[src/rtl/dma_major_pkg.sv]
`timescale 1ns/1ps
package dma_major_pkg;

  // control word bit positions
  localparam int unsigned CB_START    = 0;
  localparam int unsigned CB_INT_MAJ  = 1;
  localparam int unsigned CB_INT_HALF = 2;
  localparam int unsigned CB_DREQ     = 3;
  localparam int unsigned CB_ESG      = 4;
  localparam int unsigned CB_ELINK    = 5;
  localparam int unsigned CB_LINK_LSB = 8;

  typedef enum logic [1:0] {
    WS_CTRL  = 2'd0,
    WS_COUNT = 2'd1,
    WS_SGPTR = 2'd2,
    WS_RSVD  = 2'd3
  } wsel_e;

  typedef struct packed {
    logic int_maj;
    logic int_half;
    logic d_req;
    logic e_sg;
    logic e_link;
  } ctl_flags_t;

endpackage

[src/rtl/dma_ctl_regs.sv]
`timescale 1ns/1ps
module dma_ctl_regs
  import dma_major_pkg::*;
#(
  parameter int unsigned LINK_W = 6
) (
  input  logic              clk,
  input  logic              rst_n,
  input  logic              ctl_wr_i,
  input  ctl_flags_t        flags_i,
  input  logic [LINK_W-1:0] link_ch_i,
  input  logic              start_bit_i,
  input  logic              link_in_i,
  input  logic              eng_busy_i,
  input  logic              done_i,
  output ctl_flags_t        flags_o,
  output logic [LINK_W-1:0] link_ch_o,
  output logic              start_go_o
);

  ctl_flags_t        flags_q;
  logic [LINK_W-1:0] link_ch_q;
  logic              start_q;
  logic              start_set;
  logic              start_go;

  assign start_set = (ctl_wr_i && start_bit_i) || link_in_i;
  assign start_go  = start_q && !eng_busy_i;

  always_ff @(posedge clk) begin
    if (!rst_n) begin
      flags_q   <= '0;
      link_ch_q <= '0;
    end else if (ctl_wr_i) begin
      flags_q.int_maj  <= flags_i.int_maj;
      flags_q.int_half <= flags_i.int_half;
      flags_q.d_req    <= flags_i.d_req;
      // coherency guard: no arming of link or reload while done
      flags_q.e_sg     <= flags_i.e_sg   && !done_i;
      flags_q.e_link   <= flags_i.e_link && !done_i;
      link_ch_q        <= link_ch_i;
    end
  end

  always_ff @(posedge clk) begin
    if (!rst_n) start_q <= 1'b0;
    else        start_q <= start_set || (start_q && !start_go);
  end

  assign flags_o    = flags_q;
  assign link_ch_o  = link_ch_q;
  assign start_go_o = start_go;

endmodule

[src/rtl/dma_iter_cnt.sv]
`timescale 1ns/1ps
module dma_iter_cnt #(
  parameter int unsigned CNT_W = 15
) (
  input  logic             clk,
  input  logic             rst_n,
  input  logic             cnt_wr_i,
  input  logic [CNT_W-1:0] cnt_data_i,
  input  logic             act_i,
  input  logic             start_go_i,
  output logic [CNT_W-1:0] citer_o,
  output logic [CNT_W-1:0] biter_o,
  output logic             done_o,
  output logic             evt_act_o,
  output logic             evt_cmp_o,
  output logic             evt_half_o
);

  localparam logic [CNT_W-1:0] ONE = CNT_W'(1);

  function automatic logic [CNT_W-1:0] eff_begin(input logic [CNT_W-1:0] raw);
    return (raw == '0) ? ONE : raw;
  endfunction

  function automatic logic [CNT_W-1:0] half_mark(input logic [CNT_W-1:0] b);
    return b >> 1;
  endfunction

  logic [CNT_W-1:0] citer_q, biter_q, next_cnt;
  logic             done_q, act_ok, cmp, half_hit;

  assign act_ok   = act_i && !cnt_wr_i;
  assign next_cnt = citer_q - ONE;
  assign cmp      = act_ok && (next_cnt == '0);
  assign half_hit = act_ok && (next_cnt == half_mark(biter_q));

  always_ff @(posedge clk) begin
    if (!rst_n) begin
      citer_q <= ONE;
      biter_q <= ONE;
      done_q  <= 1'b0;
    end else if (cnt_wr_i) begin
      biter_q <= eff_begin(cnt_data_i);
      citer_q <= eff_begin(cnt_data_i);
      done_q  <= 1'b0;
    end else if (cmp) begin
      citer_q <= biter_q;
      done_q  <= 1'b1;
    end else begin
      if (act_ok) citer_q <= next_cnt;
      if (act_ok || start_go_i) done_q <= 1'b0;
    end
  end

  assign citer_o    = citer_q;
  assign biter_o    = biter_q;
  assign done_o     = done_q;
  assign evt_act_o  = act_ok;
  assign evt_cmp_o  = cmp;
  assign evt_half_o = half_hit;

endmodule

[src/rtl/dma_sg_fetch.sv]
`timescale 1ns/1ps
module dma_sg_fetch #(
  parameter int unsigned AW      = 32,
  parameter int unsigned ALIGN_W = 5
) (
  input  logic          clk,
  input  logic          rst_n,
  input  logic          ptr_wr_i,
  input  logic [AW-1:0] ptr_data_i,
  input  logic          fire_i,
  input  logic          ack_i,
  output logic          req_o,
  output logic [AW-1:0] addr_o,
  output logic          err_o
);

  function automatic logic is_aligned(input logic [AW-1:0] p);
    return p[ALIGN_W-1:0] == '0;
  endfunction

  logic [AW-1:0] ptr_q, addr_q;
  logic          req_q, err_q, ok;

  assign ok = is_aligned(ptr_q);

  always_ff @(posedge clk) begin
    if (!rst_n) ptr_q <= '0;
    else if (ptr_wr_i) ptr_q <= ptr_data_i;
  end

  always_ff @(posedge clk) begin
    if (!rst_n) begin
      req_q  <= 1'b0;
      addr_q <= '0;
      err_q  <= 1'b0;
    end else begin
      err_q <= fire_i && !ok;
      if (fire_i && ok) begin
        req_q  <= 1'b1;
        addr_q <= ptr_q;
      end else if (ack_i) begin
        req_q <= 1'b0;
      end
    end
  end

  assign req_o  = req_q;
  assign addr_o = addr_q;
  assign err_o  = err_q;

endmodule

[src/rtl/dma_major_ctl.sv]
`timescale 1ns/1ps
module dma_major_ctl
  import dma_major_pkg::*;
#(
  parameter int unsigned CNT_W   = 15,
  parameter int unsigned LINK_W  = 6,
  parameter int unsigned AW      = 32,
  parameter int unsigned ALIGN_W = 5
) (
  input  logic              clk,
  input  logic              rst_n,
  input  logic              wr_en,
  input  logic [1:0]        wr_sel,
  input  logic [AW-1:0]     wr_data,
  input  logic              act_i,
  input  logic              eng_busy_i,
  input  logic              link_in_i,
  input  logic              sg_ack_i,
  output logic              irq_half_o,
  output logic              irq_maj_o,
  output logic              req_dis_o,
  output logic              link_start_o,
  output logic [LINK_W-1:0] link_ch_o,
  output logic              start_go_o,
  output logic              sg_req_o,
  output logic [AW-1:0]     sg_addr_o,
  output logic              sg_err_o,
  output logic              done_o,
  output logic [CNT_W-1:0]  citer_o,
  output logic              en_link_o,
  output logic              en_sg_o
);

  wsel_e sel;
  logic  ctl_wr, cnt_wr, ptr_wr;

  assign sel    = wsel_e'(wr_sel);
  assign ctl_wr = wr_en && (sel == WS_CTRL);
  assign cnt_wr = wr_en && (sel == WS_COUNT);
  assign ptr_wr = wr_en && (sel == WS_SGPTR);

  ctl_flags_t        flags_wr, flags;
  logic [LINK_W-1:0] link_ch_w;
  logic              start_go, done_w;
  logic [CNT_W-1:0]  biter_w;
  logic              evt_act, evt_cmp, evt_half, evt_sg_fire;

  assign flags_wr.int_maj  = wr_data[CB_INT_MAJ];
  assign flags_wr.int_half = wr_data[CB_INT_HALF];
  assign flags_wr.d_req    = wr_data[CB_DREQ];
  assign flags_wr.e_sg     = wr_data[CB_ESG];
  assign flags_wr.e_link   = wr_data[CB_ELINK];

  dma_ctl_regs #(.LINK_W(LINK_W)) u_regs (
    .clk        (clk),
    .rst_n      (rst_n),
    .ctl_wr_i   (ctl_wr),
    .flags_i    (flags_wr),
    .link_ch_i  (wr_data[CB_LINK_LSB +: LINK_W]),
    .start_bit_i(wr_data[CB_START]),
    .link_in_i  (link_in_i),
    .eng_busy_i (eng_busy_i),
    .done_i     (done_w),
    .flags_o    (flags),
    .link_ch_o  (link_ch_w),
    .start_go_o (start_go)
  );

  dma_iter_cnt #(.CNT_W(CNT_W)) u_cnt (
    .clk       (clk),
    .rst_n     (rst_n),
    .cnt_wr_i  (cnt_wr),
    .cnt_data_i(wr_data[CNT_W-1:0]),
    .act_i     (act_i),
    .start_go_i(start_go),
    .citer_o   (citer_o),
    .biter_o   (biter_w),
    .done_o    (done_w),
    .evt_act_o (evt_act),
    .evt_cmp_o (evt_cmp),
    .evt_half_o(evt_half)
  );

  assign evt_sg_fire = evt_cmp && flags.e_sg;

  dma_sg_fetch #(.AW(AW), .ALIGN_W(ALIGN_W)) u_sg (
    .clk       (clk),
    .rst_n     (rst_n),
    .ptr_wr_i  (ptr_wr),
    .ptr_data_i(wr_data),
    .fire_i    (evt_sg_fire),
    .ack_i     (sg_ack_i),
    .req_o     (sg_req_o),
    .addr_o    (sg_addr_o),
    .err_o     (sg_err_o)
  );

  // completion and progress strobes, one register stage
  logic              half_q, maj_q, dis_q, link_q;
  logic [LINK_W-1:0] link_ch_q;

  always_ff @(posedge clk) begin
    if (!rst_n) begin
      half_q    <= 1'b0;
      maj_q     <= 1'b0;
      dis_q     <= 1'b0;
      link_q    <= 1'b0;
      link_ch_q <= '0;
    end else begin
      half_q <= evt_half && flags.int_half;
      maj_q  <= evt_cmp && flags.int_maj;
      dis_q  <= evt_cmp && flags.d_req;
      link_q <= evt_cmp && flags.e_link;
      if (evt_cmp && flags.e_link) link_ch_q <= link_ch_w;
    end
  end

  assign irq_half_o   = half_q;
  assign irq_maj_o    = maj_q;
  assign req_dis_o    = dis_q;
  assign link_start_o = link_q;
  assign link_ch_o    = link_ch_q;
  assign start_go_o   = start_go;
  assign done_o       = done_w;
  assign en_link_o    = flags.e_link;
  assign en_sg_o      = flags.e_sg;

endmodule

[config.mk]
export PLATFORM = sky130hd
export DESIGN_NAME = dma_major_ctl
export DESIGN_NICKNAME = d
export VERILOG_FILES = /design/src/rtl/dma_major_pkg.sv /design/src/rtl/dma_ctl_regs.sv /design/src/rtl/dma_iter_cnt.sv /design/src/rtl/dma_sg_fetch.sv /design/src/rtl/dma_major_ctl.sv
export SDC_FILE = /design/constraint.sdc
export NUM_CORES = 1
export LEC_CHECK = 0
export ABC_CLOCK_PERIOD_IN_PS = 6100
export BUFFER_PORTS_ARGS = -buffer_cell sky130_fd_sc_hd__buf_2
export CORE_MARGIN = 3
export CORE_UTILIZATION = 60
export CTS_CLUSTER_DIAMETER = 40
export DETAILED_ROUTE_END_ITERATION = 10
export HOLD_SLACK_MARGIN = 0.12
export PLACE_DENSITY = 0.92
export SETUP_SLACK_MARGIN = 0.4
export SLEW_MARGIN = 20
export SYNTH_ARGS = -nofsm -noshare
export SYNTH_HDL_FRONTEND = slang
export SYNTH_SLANG_ARGS = --single-unit
[constraint.sdc]
create_clock -name clk -period 6.1 [get_ports clk]
set_input_delay 0.61 -clock clk [delete_from_list [all_inputs] [get_ports clk]]
set_output_delay 0.61 -clock clk [all_outputs]
set_load 0.02 [all_outputs]
# ---- Yosys cells after proc, flatten, opt, wreduce, memory -nomap -nowiden
# Cells that the tools add are included.
dict set report classes {
  addsub 1
  reduce_logical 34
  n_eq_ne 3
  bitwise_logic 1
  muxes 8
}
# op n
set ops {}
lappend ops {{$mux 15} 4}
lappend ops {{$logic_not 15->1} 2}
lappend ops {{$logic_and 1x1->1} 18}
lappend ops {{$eq 15x14->1} 1}
lappend ops {{$sub 15x1->15 const B} 1}
lappend ops {{$logic_not 1->1} 5}
lappend ops {{$logic_not 5->1} 1}
lappend ops {{$mux 1} 4}
lappend ops {{$reduce_bool 2->1} 2}
lappend ops {{$logic_or 1x1->1} 3}
lappend ops {{$reduce_bool 3->1} 1}
lappend ops {{$eq 2x1->1 const B} 1}
lappend ops {{$eq 2x2->1 const B} 1}
lappend ops {{$logic_not 2->1} 1}
lappend ops {{$reduce_or 2->1} 1}
lappend ops {{$not 1->1} 1}
dict set report totals {
  input_bits 41
  register_bits 119
}

# ---- Depth between registers and ports, before layout
dict set report logic_depth {
  word_depth 8
  mapped_depth 11
}

# ---- Modules after synthesis
# Synthesis repeated with hierarchy kept, for this count alone.
dict set report unflattened {
  hier_cells 583
  area_unflattened_um2 5565.3
}
# mod seq_area_each_um2 area_per_inst_um2 instances cells_each
set by_module_without_submodules {}
lappend by_module_without_submodules {dma_sg_fetch 1321.3 2502.4 1 238}
lappend by_module_without_submodules {dma_iter_cnt 620.6 2157.1 1 263}
lappend by_module_without_submodules {dma_ctl_regs 240.2 508.0 1 42}
lappend by_module_without_submodules {dma_major_ctl 200.2 397.9 1 40}

# ---- Least setup slack after synthesis
# Ideal clock, no wire load.
dict set report synth_timing {
  path_type {register to register}
  from {reg u_cnt.citer_q[0], in the netlist u_cnt.citer_o[0]}
  to {reg u_cnt.citer_q[2], in the netlist u_cnt.citer_o[2]}
  path_stages_with_launch 12
  setup_time_ns 0.074
  arrival_ns 2.953
  path_slack_ns 3.073
  synth_period_minus_slack_ns 3.027
  cell_sequence {dfxtp_1 > buf_2 > inv_1 > ha_1 > or3b_1 > or4_1 > xnor2_2 > nand4b_2 > or3_1 > buf_2 > buf_6 > a31oi_1}
}
dict set report synth_between {
  elab_chain_cells 5
}
# element line_no
set synth_rtl {}
lappend synth_rtl {{from (decl)} dma_iter_cnt.sv:29} ;# logic [CNT_W-1:0] citer_q, biter_q, next_cnt;
lappend synth_rtl {{from (signal assigned)} dma_iter_cnt.sv:44} ;# citer_q <= eff_begin(cnt_data_i);
lappend synth_rtl {{from (signal assigned)} dma_iter_cnt.sv:47} ;# citer_q <= biter_q;
lappend synth_rtl {{from (signal assigned)} dma_iter_cnt.sv:50} ;# if (act_ok) citer_q <= next_cnt;
lappend synth_rtl {{$sub 15x1->15 (*)} dma_iter_cnt.sv:33} ;# assign next_cnt = citer_q - ONE;
lappend synth_rtl {{$logic_not 15->1} dma_iter_cnt.sv:34} ;# assign cmp = act_ok && (next_cnt == '0);
lappend synth_rtl {{$logic_and 1x1->1} dma_iter_cnt.sv:34}
lappend synth_rtl {{$mux 15} dma_iter_cnt.sv:46} ;# end else if (cmp) begin
lappend synth_rtl {{$mux 15} dma_iter_cnt.sv:42} ;# end else if (cnt_wr_i) begin
# Every way passes the cells marked *; elsewhere a longest branch is shown, timed or not. The select of a mux whose other input is x is not followed.
# A chain may end at the register's enable or synchronous reset.

# ---- Final worst setup path
dict set report layout_timing {
  from {reg u_cnt.citer_q[0], in the netlist u_cnt.citer_o[0]}
  to {reg u_sg.addr_q[14], in the netlist u_sg.addr_o[14]}
}
dict set report layout_between {
  elab_chain_cells 5
}
# element line_no
set layout_rtl {}
lappend layout_rtl {{$sub 15x1->15} dma_iter_cnt.sv:33}
lappend layout_rtl {{$logic_not 15->1} dma_iter_cnt.sv:34}
lappend layout_rtl {{$logic_and 1x1->1} dma_iter_cnt.sv:34}
lappend layout_rtl {{$logic_and 1x1->1} dma_major_ctl.sv:84} ;# assign evt_sg_fire = evt_cmp && flags.e_sg;
lappend layout_rtl {{$logic_and 1x1->1} dma_sg_fetch.sv:38} ;# if (fire_i && ok) begin
lappend layout_rtl {{to (signal assigned)} dma_sg_fetch.sv:40} ;# addr_q <= ptr_q;
lappend layout_rtl {{to (decl)} dma_sg_fetch.sv:21} ;# logic [AW-1:0] ptr_q, addr_q;
# Every way passes these cells.

==> impl_metrics.csv <==
group,metric,value,unit
logic_synthesis,syn_inst,648,
clock_network,clk_path_buf_depth,2,
die,pin_count,104,
timing,rsz0062_at_grt,"no",
logic_synthesis,synth_top_cells_by_count,"nand2_1 (206), dfxtp_1 (119), a21boi_0 (61)",
die,die-width,102,um
logic_synthesis,ys_seq_area_share,43.5,%
clock_network,cts_hold_buffers,0,
detailed_routing,drtIter0Drc,611,
logic_synthesis,synth_area,5480,um^2
global_routing,grt_max_degree,119,
clock_network,post_cts_buffers,0,
clock_network,clock_tree.root_cell,"clkbuf_8",
timing,setup_ws,2430,ps
logic_synthesis,async_flop_share,0,%
timing,hold_viol_final,0,
detailed_routing,routedWlPerCell,17.2,um
critical_path,worst-path-max-fanout,20,
critical_path,endpoint_kind,"flip-flop",
logic_synthesis,avgSynthCellArea,8.46,um^2
clock_network,cts_resized,0,
timing,hold_ws,333,ps
layout,syn2layout_area_growth,18.9,%
timing,finClkSkew,8.88,ps
logic_synthesis,yosysWarnings,0,
worst_hold_path,hold_path_end,"u_regs.start_q",
timing,worst_pin_slew,1000,ps
global_routing,antenna_found_initial,0,
die,core-area,8810,um^2
logic_synthesis,synth_most_common_cell,"nand2_1",
clock_network,cts.sinks,119,
logic_synthesis,synth_seq_cells,119,
logic_synthesis,synthTopCellsByArea,"dfxtp_1 (43%), nand2_1 (14%), a21boi_0 (8.4%), mux2i_1 (6.6%), xnor2_1 (2.7%)",
die,die-area,10300,um^2
timing,slew_headroom,33.1,%
timing,drv_slew,0,
clock_network,tritoncts,"yes",
place,place_congestion,0.997,
logic_synthesis,synth-edff-count,0,
flow_run,max-cap-violations,0,
power_and_ir_drop,ir_drop,0.000271,V
critical_path,path_class,"flip-flop to flip-flop",
logic_synthesis,syn_nets,691,
critical_path,r2r_end,"u_sg.addr_o[14]",
detailed_routing,drc_errors,0,
layout,post-route-util,74.0,%
critical_path,required,6540,ps
global_routing,grt_pass1_vias,4725,
detailed_routing,wl,14600,um
power_and_ir_drop,power_leakage,2.62,nW
place,place_ws,2150,ps
worst_hold_path,min_path_cells,3,
global_routing,grt_pass1_wl,22500,um
worst_hold_path,hp-class,"input port to flip-flop",
logic_synthesis,synth-main-ff-cell,"dfxtp_1",
layout,antenna_cells,0,
clock_network,htreeDepth,4,
die,die_h,102,um
layout,stdcell_count,848,
clock_network,cts_made_buffers,17,
layout,fin_nets,770,
timing,setup_viol,0,
die,start_util,62.2,%
critical_path,rr_worst_depth,10,
timing,period_share,60.1,%
place,portBuffers,103,
logic_synthesis,yosys.cell_types.count,59,
logic_synthesis,synth.top_cell.area_share,43.5,%
critical_path,r2r-start,"u_cnt.citer_o[0]",
logic_synthesis,yosysTopAreaCell,"dfxtp_1",
timing,fmax,273,MHz
clock_network,cts.clk_slew.worst_paths,60,ps
detailed_routing,via_per_inst,5.98,
detailed_routing,drtPass1Iterations,5,
place,placed_cells,815,
die,rows,34,
global_routing,grtUsageTotal,27.9,%
critical_path,cp.arrival,4110,ps
worst_hold_path,holdCritStartpoint,"link_in_i",
clock_network,clkLatencyLatePin,530,ps
global_routing,grt_overflow,0,
timing,setup_tns,0,ps
detailed_routing,antenna_left,0,
layout,final_layout_size_suffix_gt1_share,21.1,%
place,dp_hpwl,9660,um
detailed_routing,vias,5067,
critical_path,startpoint_type,"flip-flop",
power_and_ir_drop,p_per_area,309,nW/um^2
timing,period_needed,3670,ps
critical_path,r2r_setup_slack,2430,ps
outcome,status,"finished, final reports clean",
[final cells by class]
type                       count  area (um^2)
sequential                   119         2380
multi-input combinational    475         2850
clock buffer                  18          418
tap                          108          135
fill                         593         2290
timing repair buffer         109          567
clock inverter                14          141
inverter                       5         18.8
[cell usage in the layout, fill, tap and decap left out, types with 5 or more instances in the layout]
| cell type | n |
|---|---|
| nand2_1 | 206 |
| dfxtp_1 | 119 |
| buf_2 | 102 |
| a21boi_0 | 61 |
| mux2i_1 | 36 |
| xnor2_1 | 17 |
| clkbuf_16 | 16 |
| o21ai_0 | 15 |
| nor4_1 | 11 |
| xor2_1 | 11 |
| nor2_1 | 10 |
| or3_1 | 8 |
| nor3_1 | 7 |
| o211ai_1 | 7 |
| o21ai_1 | 6 |
| and3b_1 | 6 |
| buf_4 | 6 |
| inv_1 | 5 |
| nand3b_1 | 5 |
| and3_1 | 5 |
| inv_6 | 5 |
[metrics by stage]
stage | cell area, um^2 | total power [W]
3_3_place_gp | 5940 | 0.00106
5_1_grt | 6520 | 0.00207
4_1_cts | 6500 | 0.00201
2_1_floorplan | 5480 | 0.00101
3_5_place_dp | 5940 | 0.00107
6_report | 6520 | 0.00202
[worst max-delay path, cell delays in order, from the launching register on]
cell and delay, ps:
dfxtp_1 420, inv_1 100, ha_1 230, or3b_1 440, or4_1 580, xnor2_2 190, nand4b_2 290, nor4_4 500
buf_6 250, buf_4 300, mux2i_1 260
[worst max path at each step]
stage                                 from  slack (ps)                to
after floorplan           u_cnt.citer_o[0]        3070  u_cnt.citer_o[2]
after global placement    u_cnt.citer_o[0]        2280    u_sg.addr_o[3]
after detailed placement  u_cnt.citer_o[0]        2150   u_sg.addr_o[14]
after CTS                 u_cnt.citer_o[0]        2120   u_sg.addr_o[14]
after global routing      u_cnt.citer_o[0]        2220   u_sg.addr_o[14]
final                     u_cnt.citer_o[0]        2430   u_sg.addr_o[14]
[sequential cells by signal, summed over array words and instances, names as in the netlist, 5 cells and up]
register          flops
u_regs.flags_o        5
u_cnt.biter_o        15
u_cnt.citer_o        15
link_ch_o             6
u_sg.addr_o          32
u_sg.ptr_q           32
u_regs.link_ch_o      6
[cells by family (layout without fill, tap and decap cells)]
kind of cell / after synthesis / in the layout / share of synthesized area (%)
AND/OR/NAND/NOR: 297 / 297 / 25.8
flip-flops: 119 / 119 / 43.5
AO/OA/AOI/OAI: 111 / 111 / 14.4
buffers and inverters: 54 / 146 / 4.47
multiplexers: 36 / 36 / 6.58
XOR/XNOR: 29 / 29 / 4.77
adder cells (fa/ha/maj): 2 / 2 / 0.457
[metal layers]
layer / share of wire [%] / vias up / track usage (%)
met2: 50 / 249 / 47.8
met3: 7.9 / 61 / 7.44
met4: 3.4 / 0 / 11.2
met5: 0 / - / 0
met1: 39 / 2391 / 33.3
li1: - / 2366 / -
[where the power goes]
part           internal, W  switching (W)  total [W]
Combinational    0.0000915       0.000143   0.000235
Sequential        0.000800      0.0000311   0.000831
Clock             0.000552       0.000398   0.000949
(Power assumes the default switching activity.)
